`src/rtl/opreq_pkg.sv`:
```
package opreq_pkg;
    localparam int NUM_PORTS = 4;
    localparam int P_RA = 0;
    localparam int P_RB = 1;
    localparam int P_SO = 2;
    localparam int P_CA = 3;

    typedef enum logic {
        ST_IDLE = 1'b0,
        ST_WAIT = 1'b1
    } port_state_t;
endpackage

```
`src/rtl/opreq_decode.sv`:
```
module opreq_decode #(
    parameter int REG_NUM  = 32,
    parameter int XER_W    = 64,
    parameter int SO_BIT   = 32,
    parameter int CA_BIT   = 34,
    parameter int CA32_BIT = 45,
    localparam int IDX_W   = $clog2(REG_NUM)
) (
    input  logic               rd1_ok,
    input  logic [IDX_W-1:0]   rd1_num,
    input  logic               rd2_ok,
    input  logic [IDX_W-1:0]   rd2_num,
    input  logic               imm_sel,
    input  logic               oe,
    input  logic               carry_use,
    output logic [3:0]         need,
    output logic [REG_NUM-1:0] ra_sel,
    output logic [REG_NUM-1:0] rb_sel,
    output logic [XER_W-1:0]   so_sel,
    output logic [XER_W-1:0]   ca_sel
);
    localparam logic [XER_W-1:0] SO_MASK = XER_W'(1) << SO_BIT;
    localparam logic [XER_W-1:0] CA_MASK = (XER_W'(1) << CA_BIT) | (XER_W'(1) << CA32_BIT);

    logic ra_need, rb_need, so_need, ca_need;

    always_comb begin
        ra_need = rd1_ok;
        rb_need = rd2_ok & ~imm_sel;
        so_need = oe;
        ca_need = carry_use;
        need    = {ca_need, so_need, rb_need, ra_need};
        ra_sel  = ra_need ? (REG_NUM'(1) << rd1_num) : '0;
        rb_sel  = rb_need ? (REG_NUM'(1) << rd2_num) : '0;
        so_sel  = so_need ? SO_MASK : '0;
        ca_sel  = ca_need ? CA_MASK : '0;
    end
endmodule

```
`src/rtl/opreq_port_fsm.sv`:
```
module opreq_port_fsm
    import opreq_pkg::*;
(
    input  logic clk,
    input  logic rst_n,
    input  logic issue,
    input  logic need,
    input  logic ack,
    output logic req
);
    port_state_t state_q, state_d;

    always_comb begin
        state_d = state_q;
        unique case (state_q)
            ST_IDLE: if (issue && need) state_d = ST_WAIT;  // LAUNCH
            ST_WAIT: if (ack)           state_d = ST_IDLE;  // RETIRE
            default: state_d = ST_IDLE;
        endcase
    end

    always_ff @(posedge clk or negedge rst_n) begin
        if (!rst_n) state_q <= ST_IDLE;
        else        state_q <= state_d;
    end

    always_comb begin
        unique case (state_q)
            ST_WAIT: req = 1'b1;
            default: req = 1'b0;
        endcase
    end

    AST_REQ_LAUNCH: assert property (@(posedge clk) disable iff (!rst_n)
        $rose(req) |-> $past(issue && need));
    AST_NO_SPURIOUS: assert property (@(posedge clk) disable iff (!rst_n)
        (!req && !(issue && need)) |=> !req);
    AST_REQ_HOLD: assert property (@(posedge clk) disable iff (!rst_n)
        (req && !ack) |=> req);
    AST_REQ_DROP: assert property (@(posedge clk) disable iff (!rst_n)
        (req && ack) |=> !req);
endmodule

```
`src/rtl/opreq_gen.sv`:
```
module opreq_gen
    import opreq_pkg::*;
#(
    parameter int REG_NUM  = 32,
    parameter int XER_W    = 64,
    parameter int SO_BIT   = 32,
    parameter int CA_BIT   = 34,
    parameter int CA32_BIT = 45,
    localparam int IDX_W   = $clog2(REG_NUM)
) (
    input  logic               clk,
    input  logic               rst_n,
    input  logic               issue,
    input  logic               rd1_ok,
    input  logic [IDX_W-1:0]   rd1_num,
    input  logic               rd2_ok,
    input  logic [IDX_W-1:0]   rd2_num,
    input  logic               imm_sel,
    input  logic               oe,
    input  logic               carry_use,
    input  logic [3:0]         ack,
    output logic               ra_valid,
    output logic [REG_NUM-1:0] ra_sel,
    output logic               rb_valid,
    output logic [REG_NUM-1:0] rb_sel,
    output logic               so_valid,
    output logic [XER_W-1:0]   so_sel,
    output logic               ca_valid,
    output logic [XER_W-1:0]   ca_sel,
    output logic [3:0]         req
);
    logic [NUM_PORTS-1:0] need;

    opreq_decode #(
        .REG_NUM (REG_NUM),
        .XER_W   (XER_W),
        .SO_BIT  (SO_BIT),
        .CA_BIT  (CA_BIT),
        .CA32_BIT(CA32_BIT)
    ) u_decode (
        .rd1_ok   (rd1_ok),
        .rd1_num  (rd1_num),
        .rd2_ok   (rd2_ok),
        .rd2_num  (rd2_num),
        .imm_sel  (imm_sel),
        .oe       (oe),
        .carry_use(carry_use),
        .need     (need),
        .ra_sel   (ra_sel),
        .rb_sel   (rb_sel),
        .so_sel   (so_sel),
        .ca_sel   (ca_sel)
    );

    assign ra_valid = need[P_RA];
    assign rb_valid = need[P_RB];
    assign so_valid = need[P_SO];
    assign ca_valid = need[P_CA];

    for (genvar g = 0; g < NUM_PORTS; g++) begin : g_port
        opreq_port_fsm u_fsm (
            .clk  (clk),
            .rst_n(rst_n),
            .issue(issue),
            .need (need[g]),
            .ack  (ack[g]),
            .req  (req[g])
        );
    end

    AST_RA_ONEHOT: assert property (@(posedge clk) disable iff (!rst_n)
        rd1_ok |-> $onehot0(ra_sel) && ra_sel[rd1_num]);
    AST_IMM_BLOCKS_RB: assert property (@(posedge clk) disable iff (!rst_n)
        imm_sel |-> (!rb_valid && rb_sel == '0));
    AST_IMM_NO_RB_REQ: assert property (@(posedge clk) disable iff (!rst_n)
        (issue && imm_sel && !req[P_RB]) |=> !req[P_RB]);
    AST_CA_TWO_BITS: assert property (@(posedge clk) disable iff (!rst_n)
        carry_use |-> ($countones(ca_sel) == 2));
    AST_ZERO_SEL: assert property (@(posedge clk) disable iff (!rst_n)
        !so_valid |-> (so_sel == '0));
endmodule

```
`config.mk`:
```
export PLATFORM = sky130hd
export DESIGN_NAME = opreq_gen
export DESIGN_NICKNAME = d
export VERILOG_FILES = /design/src/rtl/opreq_pkg.sv /design/src/rtl/opreq_decode.sv /design/src/rtl/opreq_port_fsm.sv /design/src/rtl/opreq_gen.sv
export SDC_FILE = /design/constraint.sdc
export NUM_CORES = 1
export LEC_CHECK = 0
export ABC_CLOCK_PERIOD_IN_PS = 900
export BUFFER_PORTS_ARGS = -buffer_cell sky130_fd_sc_hd__buf_2
export CORE_AREA = 3 3 86 88
export CTS_CLUSTER_DIAMETER = 60
export DETAILED_ROUTE_END_ITERATION = 10
export DIE_AREA = 0 0 89 91
export PLACE_DENSITY = 0.67
export SYNTH_ARGS = -nofsm -noshare
export SYNTH_HDL_FRONTEND = slang
export SYNTH_SLANG_ARGS = --single-unit
export TNS_END_PERCENT = 1
```
`constraint.sdc`:
```
create_clock -name clk -period 0.9 [get_ports clk]
set_input_delay 0 -clock clk [delete_from_list [all_inputs] [get_ports clk]]
set_output_delay 0 -clock clk [all_outputs]
set_load 0.1 [all_outputs]
```
==> flow_summary_export.csv, run 1 <==
group,metric,value,unit
timing,post-route-worst-setup-slack,-0.174,ns
worst_hold_path,hold_path_startpoint,"oe",
layout,top_register,"g_port.u_fsm.state_q",
die,num_io_pins,222,
run_status,failed_checks,"negative setup slack",
worst_hold_path,hold-path-cell-count,3,
worst_setup_path,r2r_cells,1,
timing,final.min_clock_period,1.07,ns
worst_hold_path,worst_hold_path_type,"in2reg",
placed_design,pre_cts_slack,-0.243,ns
worst_setup_path,cp-start-kind,"input port",
timing,finalHoldWorstSlack,0.0548,ns
timing,report.final.hold_viol_count,0,
layout,final_common_cell,"sky130_fd_sc_hd__conb_1",
power_and_ir_drop,design_power_total,4.06,mW
layout,commonest_non_fill_non_tap_cells_in_the_layout,"sky130_fd_sc_hd__conb_1, sky130_fd_sc_hd__buf_12, sky130_fd_sc_hd__nor2_1, sky130_fd_sc_hd__buf_2, sky130_fd_sc_hd__buf_4",
drt,drt_first_iter_violations,28,
synth,synth.yosys.warnings,0,
clock_network,clock_tree.htree_level_count,1,
clock_network,clock_insertion_delay_worst_skew,0.21,ns
drt,ant_nets,0,
worst_setup_path,critical_path_arrival,1.07,ns
timing,grt_setup_unrepaired,"yes",
clock_network,numClockSinks,4,
layout,largest_register_ffs,4,
worst_setup_path,crit-reg2reg-launch,"g_port[0].u_fsm.state_q$_DFF_PN0_",
power_and_ir_drop,cellInternalPower,0.910,mW
layout,final_instance_area,3630,um^2
timing,number_of_max_slew_violations_in_the_final_report,0,
global_routing,grt_usage,13.4,%
global_routing,first_global_vias,1631,
die,rows,30,
die,die-height,91,um
drt,drc,0,
global_routing,grt_antenna_before_repair,0,
synth,synth.cell_area,1730,um^2
synth,synth.ff_latch_count,4,
layout,final_nets,390,
clock_network,cts-buffers-inserted,3,
power_and_ir_drop,pwr-share-comb,85.4,%
worst_setup_path,worst-setup-path-type,"in2out",
clock_network,cts.root.buffer_cell,"sky130_fd_sc_hd__clkbuf_8",
die,floorplan.initialDensity,25.7,%
layout,layout_top_registers,"g_port.u_fsm.state_q: 4 flops",
worst_hold_path,hold_path_end,"g_port[2].u_fsm.state_q$_DFF_PN0_",
worst_setup_path,ff2ff_setup_slack,0.22,ns
placed_design,port_buffers,96,
worst_setup_path,worstPathMaxFanout,8,
power_and_ir_drop,pwr-share-seq,5.4,%
global_routing,gr-total-overflow,0,
timing,setup_viol_count_final,63,
power_and_ir_drop,clock_power_share,9.2,%
drt,average_wire_per_standard_cell,13.0,um
worst_setup_path,end_kind,"primary output",
placed_design,post_dp_cell_area,3370,um^2
layout,final_layout_size_suffix_gt1_share,49.5,%
placed_design,place.detailed.instances,438,
power_and_ir_drop,switchingPower,3.15,mW
placed_design,hpwl_after_dpl,5090,um
drt,vias_per_cell,3.76,
clock_network,cts_tree,"yes",
power_and_ir_drop,power.density,1120,nW/um^2
layout,antenna_cells_inserted,0,
power_and_ir_drop,ir_worst_vdd,651,uV
placed_design,gp_congestion,0.843,
drt,first_pass_iters,5,
layout,syn2layout_area_growth,110,%
synth,synth.avg_cell_area,6.94,um^2
timing,max_freq,931,MHz
run_status,outcome,"complete, but fails checks",
timing,finalCritPeriodShare,119,%
drt,routed_wl,5780,um
power_and_ir_drop,switching_share,77.6,%
die,design.core.area,6720,um^2
die,die_area,8100,um^2
timing,total_neg_setup_slack,-5.51,ns
synth,cell_count_after_synthesis,249,
power_and_ir_drop,power_leakage,1.66,nW
worst_setup_path,critical_path_required,0.90,ns
global_routing,grt_max_degree,10,
job,maxCapViolations,0,
clock_network,cts_max_path_buffers,2,
drt,vias_post_dr,1676,
synth,synthDistinctLibCells,23,
clock_network,clk_pin_slew_worst_paths,0.03,ns
die,fp.dieW,89,um
timing,clock-skew-final,0,ns
layout,finalCoreUtilization,54.0,%
layout,post_layout_nonfiller_instances,446,
global_routing,grt_first_pass_wirelength,8650,um
synth,synth_seq_area_share,5.79,%
worst_setup_path,reg2reg_to,"g_port[0].u_fsm.state_q$_DFF_PN0_",
==> cell usage after synthesis <==
cell	instances	area (um^2)
sky130_fd_sc_hd__nor3_1	14	70.1
sky130_fd_sc_hd__nand2_1	5	18.8
sky130_fd_sc_hd__nor2b_1	1	6.26
sky130_fd_sc_hd__nor2_1	40	150
sky130_fd_sc_hd__nor4_1	6	37.5
sky130_fd_sc_hd__clkbuf_1	7	26.3
sky130_fd_sc_hd__or3_1	1	6.26
sky130_fd_sc_hd__or4b_1	1	10.0
sky130_fd_sc_hd__nand4b_1	4	35.0
sky130_fd_sc_hd__buf_4	135	1010
sky130_fd_sc_hd__nor4_2	4	50.1
sky130_fd_sc_hd__or3b_1	2	17.5
sky130_fd_sc_hd__nand2b_1	5	31.3
sky130_fd_sc_hd__nand4bb_1	4	45.0
sky130_fd_sc_hd__or2_1	1	6.26
sky130_fd_sc_hd__dfrtp_1	4	100
sky130_fd_sc_hd__nand3b_1	4	30.0
sky130_fd_sc_hd__nand4_1	1	6.26
sky130_fd_sc_hd__buf_2	3	15.0
sky130_fd_sc_hd__mux2i_1	4	40.0
sky130_fd_sc_hd__nand3_1	1	5.00
sky130_fd_sc_hd__inv_2	1	3.75
sky130_fd_sc_hd__conb_1	1	3.75
==> layer usage <==
| layer | track usage (%) | routed length [um] |
|---|---|---|
| met5 | 0 | 0 |
| met4 | 2.11 | 51 |
| met3 | 8.35 | 925 |
| met2 | 24.6 | 3180 |
| met1 | 12.5 | 1630 |
==> power by group through the flow <==
stage / Combinational [mW] / Sequential [mW] / Clock [mW]
4_1_cts: 3.44 / 0.221 / 0.394
2_1_floorplan: 3.39 / 0.210 / 0
6_report: 3.47 / 0.220 / 0.372
3_5_place_dp: 3.37 / 0.224 / 0
3_3_place_gp: 3.36 / 0.223 / 0
5_1_grt: 3.55 / 0.223 / 0.398
==> repair_timing <==
action	CTS	global route
setup buffers	0	0
hold buffers	5	0
endpoints found under the setup margin	61	64
resized for setup	31	10
endpoints found under the hold margin	8	0
pin swaps	16	8
==> layout make-up <==
class                   count  area (um^2)
multi-input cells         223         1440
repair buffers            135         1940
inverters                   1         3.75
clock buffers               3         41.3
flip-flops and latches      4          100
well taps                  80          100
fillers                   559         3090
==> worst max path at each step <==
stage,cells past startpoint,from,end,slack (ns)
after global routing,5,imm_sel,rb_sel[10],-0.23
after global placement,5,imm_sel,rb_sel[10],-0.20
after CTS,5,imm_sel,rb_sel[8],-0.20
after floorplan,3,rd2_num[0],rb_sel[17],-1.01
after detailed placement,4,rd1_num[2],ra_sel[2],-0.24
final,5,imm_sel,rb_sel[8],-0.17
==> cells by family after synthesis <==
| kind of cell | share of synthesized area [%] |
|---|---|
| buf+inv | 61.3 |
| mux | 2.32 |
| other cells | 0.217 |
| simple gates | 30.4 |
| flops | 5.79 |
==> worst max-delay path: stages <==
cell and delay [ns]:
sky130_fd_sc_hd__buf_6 0.09, sky130_fd_sc_hd__or3b_4 0.39, sky130_fd_sc_hd__buf_12 0.16, sky130_fd_sc_hd__nor4_4 0.20
sky130_fd_sc_hd__buf_12 0.22
Note: power is estimated with default switching activity, not from simulation.
==> run 2: changes to the inputs <==
--- a/config.mk
+++ b/config.mk
@@ -7,11 +7,11 @@
 export LEC_CHECK = 0
 export ABC_CLOCK_PERIOD_IN_PS = 900
 export BUFFER_PORTS_ARGS = -buffer_cell sky130_fd_sc_hd__buf_2
-export CORE_AREA = 3 3 86 88
+export CORE_MARGIN = 10
+export CORE_UTILIZATION = 33
 export CTS_CLUSTER_DIAMETER = 60
 export DETAILED_ROUTE_END_ITERATION = 10
-export DIE_AREA = 0 0 89 91
-export PLACE_DENSITY = 0.67
+export PLACE_DENSITY = 0.83
 export SYNTH_ARGS = -nofsm -noshare
 export SYNTH_HDL_FRONTEND = slang
 export SYNTH_SLANG_ARGS = --single-unit
==> run 2 against run 1 <==
- the run still ends with negative setup slack left
- setup slack worse by 0.082 ns
- clock-buffer cell count unchanged
- wire length up 40%
- largest cell class unchanged
- largest power group unchanged
==> flow_summary_export.csv, run 2 (same netlist as run 1, synthesis figures left out) <==
group,metric,value,unit
global_routing,grt_antenna_before_repair,0,
drt,first_pass_iters,4,
worst_setup_path,cp-start-kind,"input port",
worst_hold_path,worst_hold_path_type,"in2reg",
timing,setup_viol_count_final,62,
layout,syn2layout_area_growth,109,%
clock_network,clock_insertion_delay_worst_skew,0.21,ns
layout,top_register,"g_port.u_fsm.state_q",
drt,vias_per_cell,3.95,
worst_setup_path,critical_path_required,0.90,ns
placed_design,gp_congestion,0.816,
layout,final_common_cell,"sky130_fd_sc_hd__conb_1",
clock_network,cts_tree,"yes",
global_routing,gr-total-overflow,0,
power_and_ir_drop,ir_worst_vdd,1180,uV
timing,report.final.hold_viol_count,0,
layout,final_layout_size_suffix_gt1_share,47.9,%
global_routing,grt_max_degree,11,
layout,largest_register_ffs,4,
layout,finalCoreUtilization,70.6,%
timing,clock-skew-final,0,ns
drt,routed_wl,8080,um
run_status,outcome,"complete, but fails checks",
worst_setup_path,worstPathMaxFanout,3,
clock_network,cts_max_path_buffers,2,
clock_network,clock_tree.htree_level_count,1,
power_and_ir_drop,design_power_total,4.10,mW
drt,average_wire_per_standard_cell,18.6,um
worst_setup_path,critical_path_arrival,1.16,ns
timing,total_neg_setup_slack,-5.80,ns
timing,post-route-worst-setup-slack,-0.256,ns
die,fp.dieW,92.4,um
timing,number_of_max_slew_violations_in_the_final_report,0,
drt,drc,0,
placed_design,post_dp_cell_area,3340,um^2
drt,vias_post_dr,1718,
layout,final_nets,389,
global_routing,grt_usage,17.2,%
drt,ant_nets,0,
power_and_ir_drop,power_leakage,1.65,nW
worst_setup_path,ff2ff_setup_slack,0.20,ns
timing,final.min_clock_period,1.16,ns
global_routing,first_global_vias,1910,
die,die-height,92.4,um
drt,drt_first_iter_violations,17,
clock_network,cts-buffers-inserted,3,
clock_network,numClockSinks,4,
placed_design,hpwl_after_dpl,6960,um
timing,finalCritPeriodShare,128,%
clock_network,clk_pin_slew_worst_paths,0.03,ns
placed_design,port_buffers,96,
timing,grt_setup_unrepaired,"yes",
layout,post_layout_nonfiller_instances,435,
layout,antenna_cells_inserted,0,
die,design.core.area,5110,um^2
die,num_io_pins,222,
placed_design,place.detailed.instances,425,
die,die_area,8530,um^2
die,rows,26,
layout,final_instance_area,3610,um^2
timing,finalHoldWorstSlack,0.0452,ns
layout,commonest_non_fill_non_tap_cells_in_the_layout,"sky130_fd_sc_hd__conb_1, sky130_fd_sc_hd__buf_12, sky130_fd_sc_hd__nor2_1, sky130_fd_sc_hd__buf_2, sky130_fd_sc_hd__buf_4",
run_status,failed_checks,"negative setup slack",
job,maxCapViolations,0,
placed_design,pre_cts_slack,-0.294,ns
worst_setup_path,worst-setup-path-type,"in2out",
timing,max_freq,865,MHz
clock_network,cts.root.buffer_cell,"sky130_fd_sc_hd__clkbuf_8",
layout,layout_top_registers,"g_port.u_fsm.state_q: 4 flops",
global_routing,grt_first_pass_wirelength,11900,um
power_and_ir_drop,power.density,1140,nW/um^2
die,floorplan.initialDensity,33.8,%
worst_setup_path,end_kind,"primary output",
run 2: cell type report:
class	count	area (um^2)
tap	70	87.6
fill	321	1500
inverter	1	3.75
sequential	4	100
multi-input combinational	223	1430
clock buffer	3	41.3
timing repair buffer	134	1950
run 2: critical path, cell delays in order:
cell	delay [ns]
sky130_fd_sc_hd__buf_6	0.09
sky130_fd_sc_hd__or3b_4	0.40
sky130_fd_sc_hd__buf_4	0.15
sky130_fd_sc_hd__buf_4	0.13
sky130_fd_sc_hd__nor3_4	0.16
sky130_fd_sc_hd__buf_12	0.20
run 2: layer usage:
metal | vias up | GRT usage [%] | wire, um
met5 | - | 0 | 0
met4 | 0 | 3.60 | 63
met3 | 6 | 12.8 | 1370
met2 | 123 | 32.9 | 4430
met1 | 804 | 13.6 | 2220
li1 | 785 | - | -
run 2: power breakdown:
group	leakage [nW]	switching, mW	internal [mW]
Sequential	0.0506	0.0235	0.198
Combinational	1.58	3.08	0.424
Clock	0.0216	0.0922	0.285
run 2: what timing repair did:
action / in CTS / in global routing
endpoints found under the setup margin: 62 / 64
buffers inserted: 2 / 0
pin swaps: 8 / 7
hold buffers: 5 / 0
resized for setup: 32 / 7
endpoints found under the hold margin: 8 / 0
run 2: final timing paths:
check / cells past startpoint / from / end
setup / recovery: 6 / rd2_num[4] / rb_sel[0]
hold / removal: 3 / oe / g_port[2].u_fsm.state_q$_DFF_PN0_
setup reg to reg: 1 / g_port[0].u_fsm.state_q$_DFF_PN0_ / g_port[0].u_fsm.state_q$_DFF_PN0_
hold reg to reg: 1 / g_port[3].u_fsm.state_q$_DFF_PN0_ / g_port[3].u_fsm.state_q$_DFF_PN0_
max in group asynchronous: 2 / rst_n / g_port[1].u_fsm.state_q$_DFF_PN0_
min in group asynchronous: 2 / rst_n / g_port[2].u_fsm.state_q$_DFF_PN0_
==> run 3: changes to the inputs <==
==> constraint.sdc (replaced) <==
create_clock -name clk -period 0.9 [get_ports clk]
set_input_delay 0.18 -clock clk [delete_from_list [all_inputs] [get_ports clk]]
set_output_delay 0.18 -clock clk [all_outputs]
set_load 0.1 [all_outputs]
==> run 3 against run 2 <==
- die area stayed put
- via count down 0.29%
- the run still ends with negative setup slack left
- final area increased by 1.7%
- first-iteration DRC count grew 120%
- wire length rose by 7.1%
- power is 1.1% higher
- utilization increased by 1.2 points
- combinational power grew 2%
- sequential share of layout area barely moved
- final cell count down 1.4%
- register-to-register slack barely moved
==> flow_summary_export.csv, run 3 (same netlist as run 1, synthesis figures left out) <==
group,metric,value,unit
global_routing,gr-total-overflow,0,
layout,syn2layout_area_growth,112,%
worst_setup_path,cp-start-kind,"input port",
drt,first_pass_iters,4,
die,fp.dieW,92.4,um
timing,finalHoldWorstSlack,0.146,ns
worst_setup_path,critical_path.n_buffers_inverters,4,
power_and_ir_drop,ir_worst_vdd,1020,uV
placed_design,gp_congestion,0.810,
layout,final_layout_size_suffix_gt1_share,49.6,%
run_status,outcome,"complete, but fails checks",
drt,drc,0,
global_routing,grt_usage,18.5,%
worst_hold_path,worst_hold_path_type,"in2reg",
worst_setup_path,worst-setup-path-type,"in2out",
placed_design,hpwl_after_dpl,7220,um
timing,final.min_clock_period,1.54,ns
timing,max_freq,647,MHz
global_routing,grt_antenna_before_repair,0,
die,die-height,92.4,um
run_status,failed_checks,"negative setup slack",
drt,vias_per_cell,3.99,
worst_setup_path,timing.critical_path.slowest_stage_cell,"sky130_fd_sc_hd__or3b_4",
global_routing,grt_first_pass_wirelength,12600,um
job,maxCapViolations,0,
drt,ant_nets,0,
global_routing,first_global_vias,1950,
drt,routed_wl,8650,um
die,num_io_pins,222,
timing,report.final.hold_viol_count,0,
clock_network,clk_pin_slew_worst_paths,0.03,ns
timing,post-route-worst-setup-slack,-0.645,ns
timing,finalCritPeriodShare,172,%
clock_network,numClockSinks,4,
layout,final_common_cell,"sky130_fd_sc_hd__conb_1",
layout,top_register,"g_port.u_fsm.state_q",
layout,commonest_non_fill_non_tap_cells_in_the_layout,"sky130_fd_sc_hd__conb_1, sky130_fd_sc_hd__buf_12, sky130_fd_sc_hd__nor2_1, sky130_fd_sc_hd__buf_4, sky130_fd_sc_hd__buf_2",
drt,drt_first_iter_violations,38,
layout,largest_register_ffs,4,
power_and_ir_drop,power_leakage,1.66,nW
drt,average_wire_per_standard_cell,20.2,um
global_routing,grt_max_degree,11,
layout,final_nets,383,
worst_setup_path,critical_path_arrival,1.36,ns
worst_setup_path,cp_top_family,"buffers and inverters",
clock_network,clock_insertion_delay_worst_skew,0.21,ns
layout,final_instance_area,3670,um^2
die,rows,26,
clock_network,cts.root.buffer_cell,"sky130_fd_sc_hd__clkbuf_8",
timing,grt_setup_unrepaired,"yes",
clock_network,clock_tree.htree_level_count,1,
placed_design,port_buffers,96,
placed_design,post_dp_cell_area,3390,um^2
worst_setup_path,critical_path_required,0.72,ns
die,die_area,8530,um^2
die,design.core.area,5110,um^2
clock_network,cts_max_path_buffers,2,
worst_setup_path,end_kind,"primary output",
timing,clock-skew-final,0,ns
timing,number_of_max_slew_violations_in_the_final_report,0,
clock_network,cts-buffers-inserted,3,
power_and_ir_drop,power.density,1130,nW/um^2
die,floorplan.initialDensity,33.8,%
worst_setup_path,worstPathMaxFanout,6,
clock_network,cts_tree,"yes",
worst_setup_path,crit_path_max_incr_delay,0.39,ns
timing,setup_viol_count_final,68,
layout,layout_top_registers,"g_port.u_fsm.state_q: 4 flops",
drt,vias_post_dr,1713,
worst_setup_path,cell_chain_critical_path,"buf_6 -> or3b_4 -> buf_6 -> buf_12 -> nor4_4 -> buf_12",
layout,antenna_cells_inserted,0,
[run 3: metrics by stage]
stage                     std cells  TNS (ns)  setup slack, ns  power (mW)  util [%]
after floorplan                 373    -71.54            -1.37        3.60         -
after global placement          424    -28.40           -0.582        3.60      66.4
after detailed placement        424    -30.63           -0.696        3.63      66.4
after CTS                       429    -29.18           -0.670        4.07      70.4
after global routing            429    -31.91           -0.658        4.24      71.8
final                           429    -29.38           -0.645        4.14      71.8
[run 3: final cells by class]
class	count	area, um^2
fillers	319	1440
multi-input cells	223	1440
flip-flops and latches	4	101
repair buffers	128	1990
inverters	1	3.75
clock buffers	3	41.3
well taps	70	87.6
[run 3: repair_timing]
action,CTS,global route
pin swaps,10,5
setup buffers,1,0
cloned,0,0
endpoints found under the hold margin,4,0
endpoints found under the setup margin,69,68
hold buffers,1,0
gates resized for setup,34,19
[run 3: worst paths after layout]
kind	from	endpoint	slack (ns)	cells after the start
setup / recovery	imm_sel	rb_sel[8]	-0.64	6
hold / removal	ack[3]	g_port[3].u_fsm.state_q$_DFF_PN0_	0.15	2
setup reg to reg	g_port[2].u_fsm.state_q$_DFF_PN0_	g_port[2].u_fsm.state_q$_DFF_PN0_	0.21	1
hold reg to reg	g_port[1].u_fsm.state_q$_DFF_PN0_	g_port[1].u_fsm.state_q$_DFF_PN0_	0.52	1
max in group asynchronous	rst_n	g_port[1].u_fsm.state_q$_DFF_PN0_	0.46	2
min in group asynchronous	rst_n	g_port[2].u_fsm.state_q$_DFF_PN0_	0.31	2
[run 3: power breakdown]
group	total, mW	switching [mW]	internal, mW
Combinational	3.56	3.10	0.457
Clock	0.366	0.0823	0.284
Sequential	0.222	0.0229	0.199
Total	4.14	3.20	0.940
[run 3: per-layer routing]
metal  global-route usage (%)  vias to the layer above  wire length [um]
li1                         -                      772                 -
met4                     4.24                        0                84
met3                     12.3                        6              1280
met2                     36.1                      127              4750
met5                        0                        -                 0
met1                     14.8                      808              2540
